===== src/rtl/irrl_pkg.sv =====
package irrl_pkg;
  localparam int LEN_W = 7;
  localparam int CODE_W = LEN_W + 1;
  localparam logic [1:0] MODE_TPER = 2'b00;

  typedef logic [CODE_W-1:0] code_t;

  // level in the top bit, run length minus one below it
  function automatic code_t make_code(input logic lvl, input logic [LEN_W-1:0] len_m1);
    return {lvl, len_m1};
  endfunction

  // sticky flag: an event wins over a clear in the same cycle
  function automatic logic next_flag(input logic cur, input logic evt, input logic clr);
    return evt | (cur & ~clr);
  endfunction
endpackage


===== src/rtl/irrl_sync.sv =====
module irrl_sync #(
  parameter int STAGES = 2
) (
  input  logic clk,
  input  logic rst_n,
  input  logic d,
  output logic q
);
  logic [STAGES-1:0] sh;

  always_ff @(posedge clk) begin
    if (!rst_n) sh <= '0;
    else        sh <= {sh[STAGES-2:0], d};
  end

  assign q = sh[STAGES-1];
endmodule


===== src/rtl/irrl_runenc.sv =====
module irrl_runenc
  import irrl_pkg::*;
#(
  parameter int RUN_MAX = 128
) (
  input  logic  clk,
  input  logic  rst_n,
  input  logic  tick,
  input  logic  en,
  input  logic  lvl,
  output logic  push,
  output code_t code
);
  localparam int CW = $clog2(RUN_MAX);
  localparam logic [CW-1:0] CAP_M2 = CW'(RUN_MAX - 2);
  localparam logic [LEN_W-1:0] CAP_LEN = LEN_W'(RUN_MAX - 1);

  logic          active;
  logic          cur;
  logic [CW-1:0] cnt;
  logic          chg;
  logic          cap;

  assign chg  = tick && en && active && (lvl != cur);
  assign cap  = tick && en && active && !chg && (cnt == CAP_M2);
  assign push = chg || cap;
  assign code = cap ? make_code(cur, CAP_LEN) : make_code(cur, LEN_W'(cnt));

  always_ff @(posedge clk) begin
    if (!rst_n) begin
      active <= 1'b0;
      cur    <= 1'b0;
      cnt    <= '0;
    end else if (!en) begin
      active <= 1'b0;
      cnt    <= '0;
    end else if (tick) begin
      if (!active) begin
        active <= 1'b1;
        cur    <= lvl;
        cnt    <= '0;
      end else if (chg) begin
        cur <= lvl;
        cnt <= '0;
      end else if (cap) begin
        active <= 1'b0;
        cnt    <= '0;
      end else begin
        cnt <= cnt + 1'b1;
      end
    end
  end
endmodule


===== src/rtl/irrl_fifo.sv =====
module irrl_fifo
  import irrl_pkg::*;
#(
  parameter int DEPTH = 16,
  localparam int AW = $clog2(DEPTH),
  localparam int FW = AW + 1
) (
  input  logic          clk,
  input  logic          rst_n,
  input  logic          push,
  input  code_t         din,
  input  logic          pop,
  output code_t         head,
  output logic          empty,
  output logic [FW-1:0] fill,
  output logic          wr,
  output logic          rd,
  output logic          ov_evt
);
  localparam logic [FW-1:0] FULL_V = FW'(DEPTH);

  code_t         mem [DEPTH];
  logic [AW-1:0] wp;
  logic [AW-1:0] rp;
  logic          full;

  assign empty  = (fill == '0);
  assign full   = (fill == FULL_V);
  assign rd     = pop && !empty;
  assign wr     = push && (!full || rd);
  assign ov_evt = push && !wr;
  assign head   = empty ? '0 : mem[rp];

  always_ff @(posedge clk) begin
    if (wr) mem[wp] <= din;
  end

  always_ff @(posedge clk) begin
    if (!rst_n) begin
      wp   <= '0;
      rp   <= '0;
      fill <= '0;
    end else begin
      if (wr) wp <= wp + 1'b1;
      if (rd) rp <= rp + 1'b1;
      case ({wr, rd})
        2'b10:   fill <= fill + 1'b1;
        2'b01:   fill <= fill - 1'b1;
        default: fill <= fill;
      endcase
    end
  end
endmodule


===== src/rtl/irrl_status.sv =====
module irrl_status
  import irrl_pkg::*;
#(
  parameter int TO_TICKS = 512
) (
  input  logic clk,
  input  logic rst_n,
  input  logic tick,
  input  logic empty,
  input  logic wr,
  input  logic rd,
  input  logic ov_evt,
  input  logic stat_rd,
  output logic to_evt,
  output logic to_flag,
  output logic ov_flag
);
  localparam int TW = $clog2(TO_TICKS + 1);
  localparam logic [TW-1:0] TO_LAST = TW'(TO_TICKS - 1);
  localparam logic [TW-1:0] TO_SAT  = TW'(TO_TICKS);

  logic [TW-1:0] tcnt;

  assign to_evt = tick && !empty && !wr && !rd && (tcnt == TO_LAST);

  always_ff @(posedge clk) begin
    if (!rst_n) begin
      tcnt    <= '0;
      to_flag <= 1'b0;
      ov_flag <= 1'b0;
    end else begin
      if (empty || wr || rd)             tcnt <= '0;
      else if (tick && tcnt != TO_SAT)   tcnt <= tcnt + 1'b1;
      to_flag <= next_flag(to_flag, to_evt, stat_rd);
      ov_flag <= next_flag(ov_flag, ov_evt, stat_rd);
    end
  end
endmodule


===== src/rtl/irrl_rx.sv =====
module irrl_rx
  import irrl_pkg::*;
#(
  parameter int FIFO_DEPTH = 16,
  parameter int RUN_MAX    = 128,
  parameter int TO_RUNS    = 4,
  parameter int SYNC_STAGES = 2
) (
  input  logic       clk,
  input  logic       rst_n,
  input  logic       tick,
  input  logic       ir_in,
  input  logic [1:0] mode_sel,
  input  logic       inv_en,
  input  logic       data_rd,
  output logic [7:0] data_out,
  input  logic       stat_rd,
  output logic [7:0] stat_out
);
  localparam int TO_TICKS = TO_RUNS * RUN_MAX;
  localparam int FW = $clog2(FIFO_DEPTH) + 1;

  logic          line_q;
  logic          samp_lvl;
  logic          mode_ok;
  logic          enc_push;
  code_t         enc_code;
  code_t         head;
  logic          empty;
  logic [FW-1:0] fill;
  logic          q_wr;
  logic          q_rd;
  logic          ov_evt;
  logic          to_evt;
  logic          to_flag;
  logic          ov_flag;

  irrl_sync #(.STAGES(SYNC_STAGES)) u_sync (
    .clk(clk), .rst_n(rst_n), .d(ir_in), .q(line_q)
  );

  assign mode_ok  = (mode_sel == MODE_TPER);
  assign samp_lvl = line_q ^ inv_en;

  irrl_runenc #(.RUN_MAX(RUN_MAX)) u_enc (
    .clk(clk), .rst_n(rst_n), .tick(tick), .en(mode_ok), .lvl(samp_lvl),
    .push(enc_push), .code(enc_code)
  );

  irrl_fifo #(.DEPTH(FIFO_DEPTH)) u_fifo (
    .clk(clk), .rst_n(rst_n), .push(enc_push), .din(enc_code), .pop(data_rd),
    .head(head), .empty(empty), .fill(fill), .wr(q_wr), .rd(q_rd), .ov_evt(ov_evt)
  );

  irrl_status #(.TO_TICKS(TO_TICKS)) u_stat (
    .clk(clk), .rst_n(rst_n), .tick(tick), .empty(empty), .wr(q_wr), .rd(q_rd),
    .ov_evt(ov_evt), .stat_rd(stat_rd), .to_evt(to_evt), .to_flag(to_flag),
    .ov_flag(ov_flag)
  );

  assign data_out = head;
  assign stat_out = {5'b00000, to_flag, ov_flag, ~empty};
endmodule


===== config.mk =====
export PLATFORM = sky130hd
export DESIGN_NAME = irrl_rx
export DESIGN_NICKNAME = d
export VERILOG_FILES = /design/src/rtl/irrl_pkg.sv /design/src/rtl/irrl_sync.sv /design/src/rtl/irrl_runenc.sv /design/src/rtl/irrl_fifo.sv /design/src/rtl/irrl_status.sv /design/src/rtl/irrl_rx.sv
export SDC_FILE = /design/constraint.sdc
export NUM_CORES = 1
export LEC_CHECK = 0
export BUFFER_PORTS_ARGS = -buffer_cell sky130_fd_sc_hd__buf_2
export CORE_MARGIN = 4
export CORE_UTILIZATION = 50
export DETAILED_ROUTE_END_ITERATION = 6
export PLACE_DENSITY_LB_ADDON = 0.15
export REMOVE_ABC_BUFFERS = 1
export SYNTH_ARGS = -nofsm -noshare
export SYNTH_HDL_FRONTEND = slang
export SYNTH_SLANG_ARGS = --single-unit
export TNS_END_PERCENT = 1

===== constraint.sdc =====
create_clock -name clk -period 2.71 [get_ports clk]
set_clock_uncertainty 0.15 [all_clocks]
set_input_delay 0.1355 -clock clk [delete_from_list [all_inputs] [get_ports clk]]
set_output_delay 0.1355 -clock clk [all_outputs]
set_load 0.02 [all_outputs]

==> results of run 1 <==
[kinds of logic after synthesis]
| family | count (synthesis) | synth area share |
|---|---|---|
| mux | 45 | 0.136 |
| xor+xnor | 21 | 0.0285 |
| compound gates | 32 | 0.0321 |
| other cells | 1 | 0.000537 |
| fa+ha+maj | 13 | 0.0244 |
| buf+inv | 39 | 0.0267 |
| flops | 168 | 0.665 |
| simple gates | 118 | 0.0864 |
[report_power, final]
| group | switching, mW | internal, mW |
|---|---|---|
| Sequential | 0.0482 | 2.78 |
| Combinational | 0.598 | 0.638 |
| Clock | 0.936 | 1.43 |
[through the flow]
step	hold slack (ps)	setup WS [ps]	area (µm²)	TNS, ps	std cells
floorplan	95.2	-315	6860	-3020	414
global placement	196	59.0	7510	0	650
detailed placement	202	-23.4	7510	-23.4	650
global route	53.3	-46.4	8370	-250	699
CTS	12.2	-1.54	8350	-1.54	700
finish	42.9	13.7	8370	0	699
[final cells by class]
| type | count | area share |
|---|---|---|
| Clock buffer | 17 | 0.0508 |
| Clock inverter | 15 | 0.0191 |
| Inverter | 12 | 0.00538 |
| Multi-Input combinational cell | 234 | 0.263 |
| Sequential cell | 168 | 0.555 |
| Tap cell | 176 | 0.0263 |
| Timing Repair Buffer | 77 | 0.0801 |
[synth_stat cells (2+ instances only)]
cell and count:
edfxtp_1 128, clkbuf_1 14, nand3_1 4, inv_1 12, or4_4 2, a21oi_1 7
a21o_1 2, buf_4 7, nand2_1 25, and3_1 2, or2_2 2, and2_1 3
ha_1 12, o31ai_1 4, nor3_1 5, nor2b_1 10, mux2i_1 4, nor2_1 43
o21ai_0 9, mux4_2 40, nand2b_1 3, nand4_1 7, xnor2_1 11, nor3b_1 2
dfxtp_1 40, xor2_1 9, buf_2 4
[state kept, by name, indices dropped and copies added, names as in the netlist, 2 cells and up, named ones only]
signal	count
u_fifo.fill	5
u_stat.tcnt	10
u_fifo.wp	4
u_sync.sh	2
u_fifo.rp	4
u_fifo.mem	128
u_enc.cnt	7
[tightest hold or removal path: stages]
cell    delay [ps]
buf_2           90
buf_4          160
mux2_2         160
nor2_1          40
[placed cells by master, fill, tap and decap left out, types with 3 or more instances in the layout]
cell	count
dlygate4sd3_1	13
buf_12	4
a21oi_2	3
a21oi_1	5
conb_1	5
buf_4	41
mux4_2	40
buf_2	15
bufinv_16	3
nand4_1	7
nand3_1	4
clkinv_1	5
nor2_1	43
nand2b_1	3
o31ai_1	4
dfxtp_1	39
nand2_1	25
edfxtp_1	128
xnor2_1	11
o21ai_0	7
xor2_1	9
nor2b_1	8
ha_1	12
nor3_1	5
clkbuf_16	17
clkinv_4	3
inv_1	12
and2_1	3
mux2i_1	4
[per-layer routing]
metal | vias up | share of wire | routed length (µm)
li1 | 1803 | - | -
met1 | 1977 | 0.44 | 6160
met2 | 95 | 0.51 | 7280
met3 | 16 | 0.035 | 498
met4 | 0 | 0.015 | 215
met5 | - | 0 | 0
[worst max-delay path by stage]
stage	start	end	slack [ps]	depth (start not counted)
floorplan	flip-flop	data_out[0]	-320	3
global placement	u_fifo.fill[1]	u_fifo.fill[4]	60	9
detailed placement	u_fifo.fill[1]	u_fifo.fill[4]	-20	9
CTS	flip-flop	data_out[7]	-2	6
global route	flip-flop	data_out[2]	-50	6
finish	flip-flop	data_out[2]	10	6
[timing repair]
action | 4_1_cts | 5_1_grt
pin swaps | 0 | 0
gates cloned | 3 | 0
setup buffers | 2 | 0
hold buffers | 13 | 0
gates resized for setup | 7 | 13
hold endpoints to repair | 13 | 0
setup endpoints to repair | 9 | 17
==> out/metrics.yaml, run 1 <==
drive_gt1_frac: 0.293
grt_pass1_wl_mm: 22.5
worstHoldPathType: "primary input to flip-flop"
h-tree-depth: 4
synth_cells: 437
outcome: "finished clean"
die_w_um: 126
crit_top_cell: "mux4_2"
dr.pass1.iters: 5
cp.arrival_ps: 2410
regArea_um2: 4650
r2r_end: "u_fifo.fill[4]"
placementRows: 42
worstMarginPinSlew_ps: 687
cts_buffers: 17
grt_pass1_vias: 3993
antenna_found_initial: 0
port_buffers: 19
grt_use_met1: 0.252
crit_path_end_kind: "output port"
grt_max_degree: 33
p_leak_nw: 2.97
clk_pin_slew_worst_paths_ps: 60
period_needed_ps: 2700
fin_crit_sh: 0.995
wl_mm: 14.2
overflow: 0
met2_usage: 0.310
utilization: 0.622
cp_max_fo: 8
start_util: 0.519
diodes: 0
multi_input_area_um2: 2200
area_growth_pct: 19.9
yosys_register_bits: 168
synth_area_leaders: "edfxtp_1 (55%), mux4_2 (13%), dfxtp_1 (11%)"
coreArea_um2: 13500
fp.dieH_um: 126
clock.fmax_ghz: 0.371
powerDensity_nw_per_um2: 768
ant_nets: 0
path_cells: "buf_12, buf_16, mux4_2, mux4_2, nor2b_4, buf_6"
drt_iter0_markers: 275
setup_viol: 0
ys_types: 53
vias_per_cell: 5.57
peakVddDrop_v: 0.000550
synth-main-ff-cell: "edfxtp_1"
crit_type: "flip-flop to output port"
relSlewSlack: 0.542
grt_busiest_layer: "met2"
drc_errors: 0
ioPinCount: 25
cts_tree: "built"
r2r_slack_ps: 150
via_count: 3891
cp_num_buf_inv: 3
gr-usage-all-layers: 0.190
wire_per_inst_um: 20.3
fillers: 1041
ys_seq_area_frac: 0.665
grt_setup_unrepaired: "true"
clock_path_buffers: 2
dp_hpwl_mm: 8.84
routabilityCongestion: 0.846
slew_violations: 0
worstSkewPairLatency_ps: 420
hp-start: "tick"
syn_area_um2: 6980
worstRegToRegCells: 9
yosysTopAreaCell: "edfxtp_1"
cts_sinks: 168
max_stage_delay_ps: 540
yosys_warnings: 0
worstPathRequired_ps: 2420
avgSynthCellArea_um2: 16.0
critPathLaunchType: "flip-flop"
hold_violations: 0
synth-edff-count: 128
hold_depth: 4
r2r-start: "u_fifo.fill[1]"
synthArstFlopShare: 0
grtUsageMet3: 0.0457
power_mw: 6.43
slowest_stage: "mux4_2"
maxCapViolations: 0
min_to: "u_enc.cnt[0]"
nets: 532
fp.dieArea_um2: 15900
crit_family: "multiplexers"
synth_top_cell_area_share: 0.550
cts.root.buffer_cell: "clkbuf_16"
(Power assumes the default switching activity.)
==> run 2, diff against run 1 <==
--- a/config.mk
+++ b/config.mk
@@ -7,9 +7,10 @@
 export LEC_CHECK = 0
 export BUFFER_PORTS_ARGS = -buffer_cell sky130_fd_sc_hd__buf_2
 export CORE_MARGIN = 4
-export CORE_UTILIZATION = 50
+export CORE_UTILIZATION = 45
 export DETAILED_ROUTE_END_ITERATION = 6
 export PLACE_DENSITY_LB_ADDON = 0.15
+export RECOVER_POWER = 25
 export REMOVE_ABC_BUFFERS = 1
 export SYNTH_ARGS = -nofsm -noshare
 export SYNTH_HDL_FRONTEND = slang
==> run 2 against run 1 <==
  * Power decreased by 2.4%
  * Utilization decreased by 7.9 points
  * Final cell count increased by 1.1%
  * Maximum frequency increased by 2.7%
  * Clock power decreased by 4%
  * Sequential cell count unchanged
  * Combinational power decreased by 6%
  * Sequential share of layout area increased by 0.71 points
  * Critical endpoint is now data_out[5]
  * Largest cell class unchanged
==> out/metrics.yaml, run 2 (synthesis gave the netlist of run 1 again) <==
outcome: "finished clean"
diodes: 0
overflow: 0
top_regs: "u_fifo.mem (128), u_stat.tcnt (10), u_enc.cnt (7)"
cp.arrival_ps: 2340
drc_errors: 0
clk_pin_slew_worst_paths_ps: 60
ioPinCount: 25
setup_viol: 0
utilization: 0.544
worstMarginPinSlew_ps: 799
top_register: "u_fifo.mem"
clock_path_buffers: 2
via_count: 3791
dpl-instance-area_um2: 7510
relSlewSlack: 0.467
cts_tree: "built"
grt_setup_unrepaired: "true"
start_util: 0.459
ant_nets: 0
final_area_um2: 8270
dr.pass1.iters: 4
mostFrequentLayoutCells: "edfxtp_1 (128), nor2_1 (43), mux4_2 (40)"
grt_max_degree: 33
die_w_um: 133
dp_hpwl_mm: 8.66
fin_crit_sh: 0.969
fp.dieH_um: 133
cts.root.buffer_cell: "clkbuf_16"
peakVddDrop_v: 0.000495
wl_mm: 13.5
antenna_found_initial: 0
hold_violations: 0
fp.dieArea_um2: 17600
largest_register_ffs: 128
drive_gt1_frac: 0.279
cts_buffers: 17
cts_sinks: 168
fillers: 1244
placementRows: 45
maxCapViolations: 0
worstPathRequired_ps: 2420
period_needed_ps: 2630
vias_per_cell: 5.36
crit_path_end_kind: "output port"
port_buffers: 19
coreArea_um2: 15200
routabilityCongestion: 0.779
worstHoldPathType: "primary input to flip-flop"
wire_per_inst_um: 19.1
worstSkewPairLatency_ps: 410
area_growth_pct: 18.4
p_leak_nw: 2.91
r2r-start: "u_fifo.fill[2]"
critPathLaunchType: "flip-flop"
gr-usage-all-layers: 0.165
hp-start: "tick"
h-tree-depth: 4
layout.cells.most_common: "edfxtp_1"
tns_ps: 0
slew_violations: 0
clock.fmax_ghz: 0.381
cp_max_fo: 7
crit_type: "flip-flop to output port"
nets: 529
grt_pass1_vias: 3957
powerDensity_nw_per_um2: 759
grt_pass1_wl_mm: 21.9
drt_iter0_markers: 252
## run 2: changes by cell type in the layout (fill, tap and decap cells not counted), moves of 2 or more
cell / delta
clkbuf_1: +7
buf_4: -6
nor2b_1: +2
clkinv_1: -3
clkbuf_16: +2
buf_2: +2
nor2b_4: -2
dlygate4sd3_1: -2
buf_6: -2
buf_12: -2
## run 2: worst paths after layout
| check | endpoint | slack, ps | depth (start not counted) |
|---|---|---|---|
| setup / recovery | data_out[5] | 80 | 5 |
| hold / removal | u_enc.cnt[0] | 50 | 4 |
| setup reg to reg | u_fifo.fill[4] | 170 | 9 |
| hold reg to reg | u_sync.sh[1] | 290 | 1 |
## run 2: repair_timing
item,CTS,global route
hold buffers,11,0
setup endpoints to repair,8,10
endpoints found under the hold margin,15,0
setup buffers,0,2
gates resized for setup,3,7
cloned,1,2
## run 2: worst max-delay path, cell delays in order, from the launching register on
cell and delay, ps:
dfxtp_4 450, clkbuf_16 210, mux4_2 510, mux4_2 450
nor2b_1 150, buf_2 160
## run 2: cell type report
| cell class | count | area (µm²) | share of cell area |
|---|---|---|---|
| inverter | 12 | 45.0 | 0.00545 |
| multi-input combinational | 234 | 2180 | 0.264 |
| tap | 188 | 235 | 0.0285 |
| clock buffer | 18 | 429 | 0.0519 |
| clock inverter | 13 | 131 | 0.0159 |
| timing repair buffer | 74 | 598 | 0.0723 |
| sequential | 168 | 4650 | 0.562 |
## run 2: report_power, final
part           internal (mW)  switching [mW]
registers               2.78          0.0569
clock network           1.34           0.933
logic                  0.609           0.556
## run 2: per-layer routing
layer	GRT usage	vias up	wire length, µm
met5	0	-	0
met1	0.220	1922	5970
met4	0.0445	0	108
met2	0.270	73	6850
li1	-	1788	-
met3	0.0445	8	604
## run 2: metrics by stage
step | worst slack [ps] | total power, mW | hold slack, ps | instances
finish | 84.5 | 6.28 | 49.3 | 707
global route | -23.3 | 6.58 | 53.9 | 707
CTS | 4.10 | 6.26 | 19.9 | 703
detailed placement | 4.93 | 3.90 | 194 | 660
global placement | 78.2 | 3.89 | 197 | 660
floorplan | -315 | 3.55 | 95.2 | 414
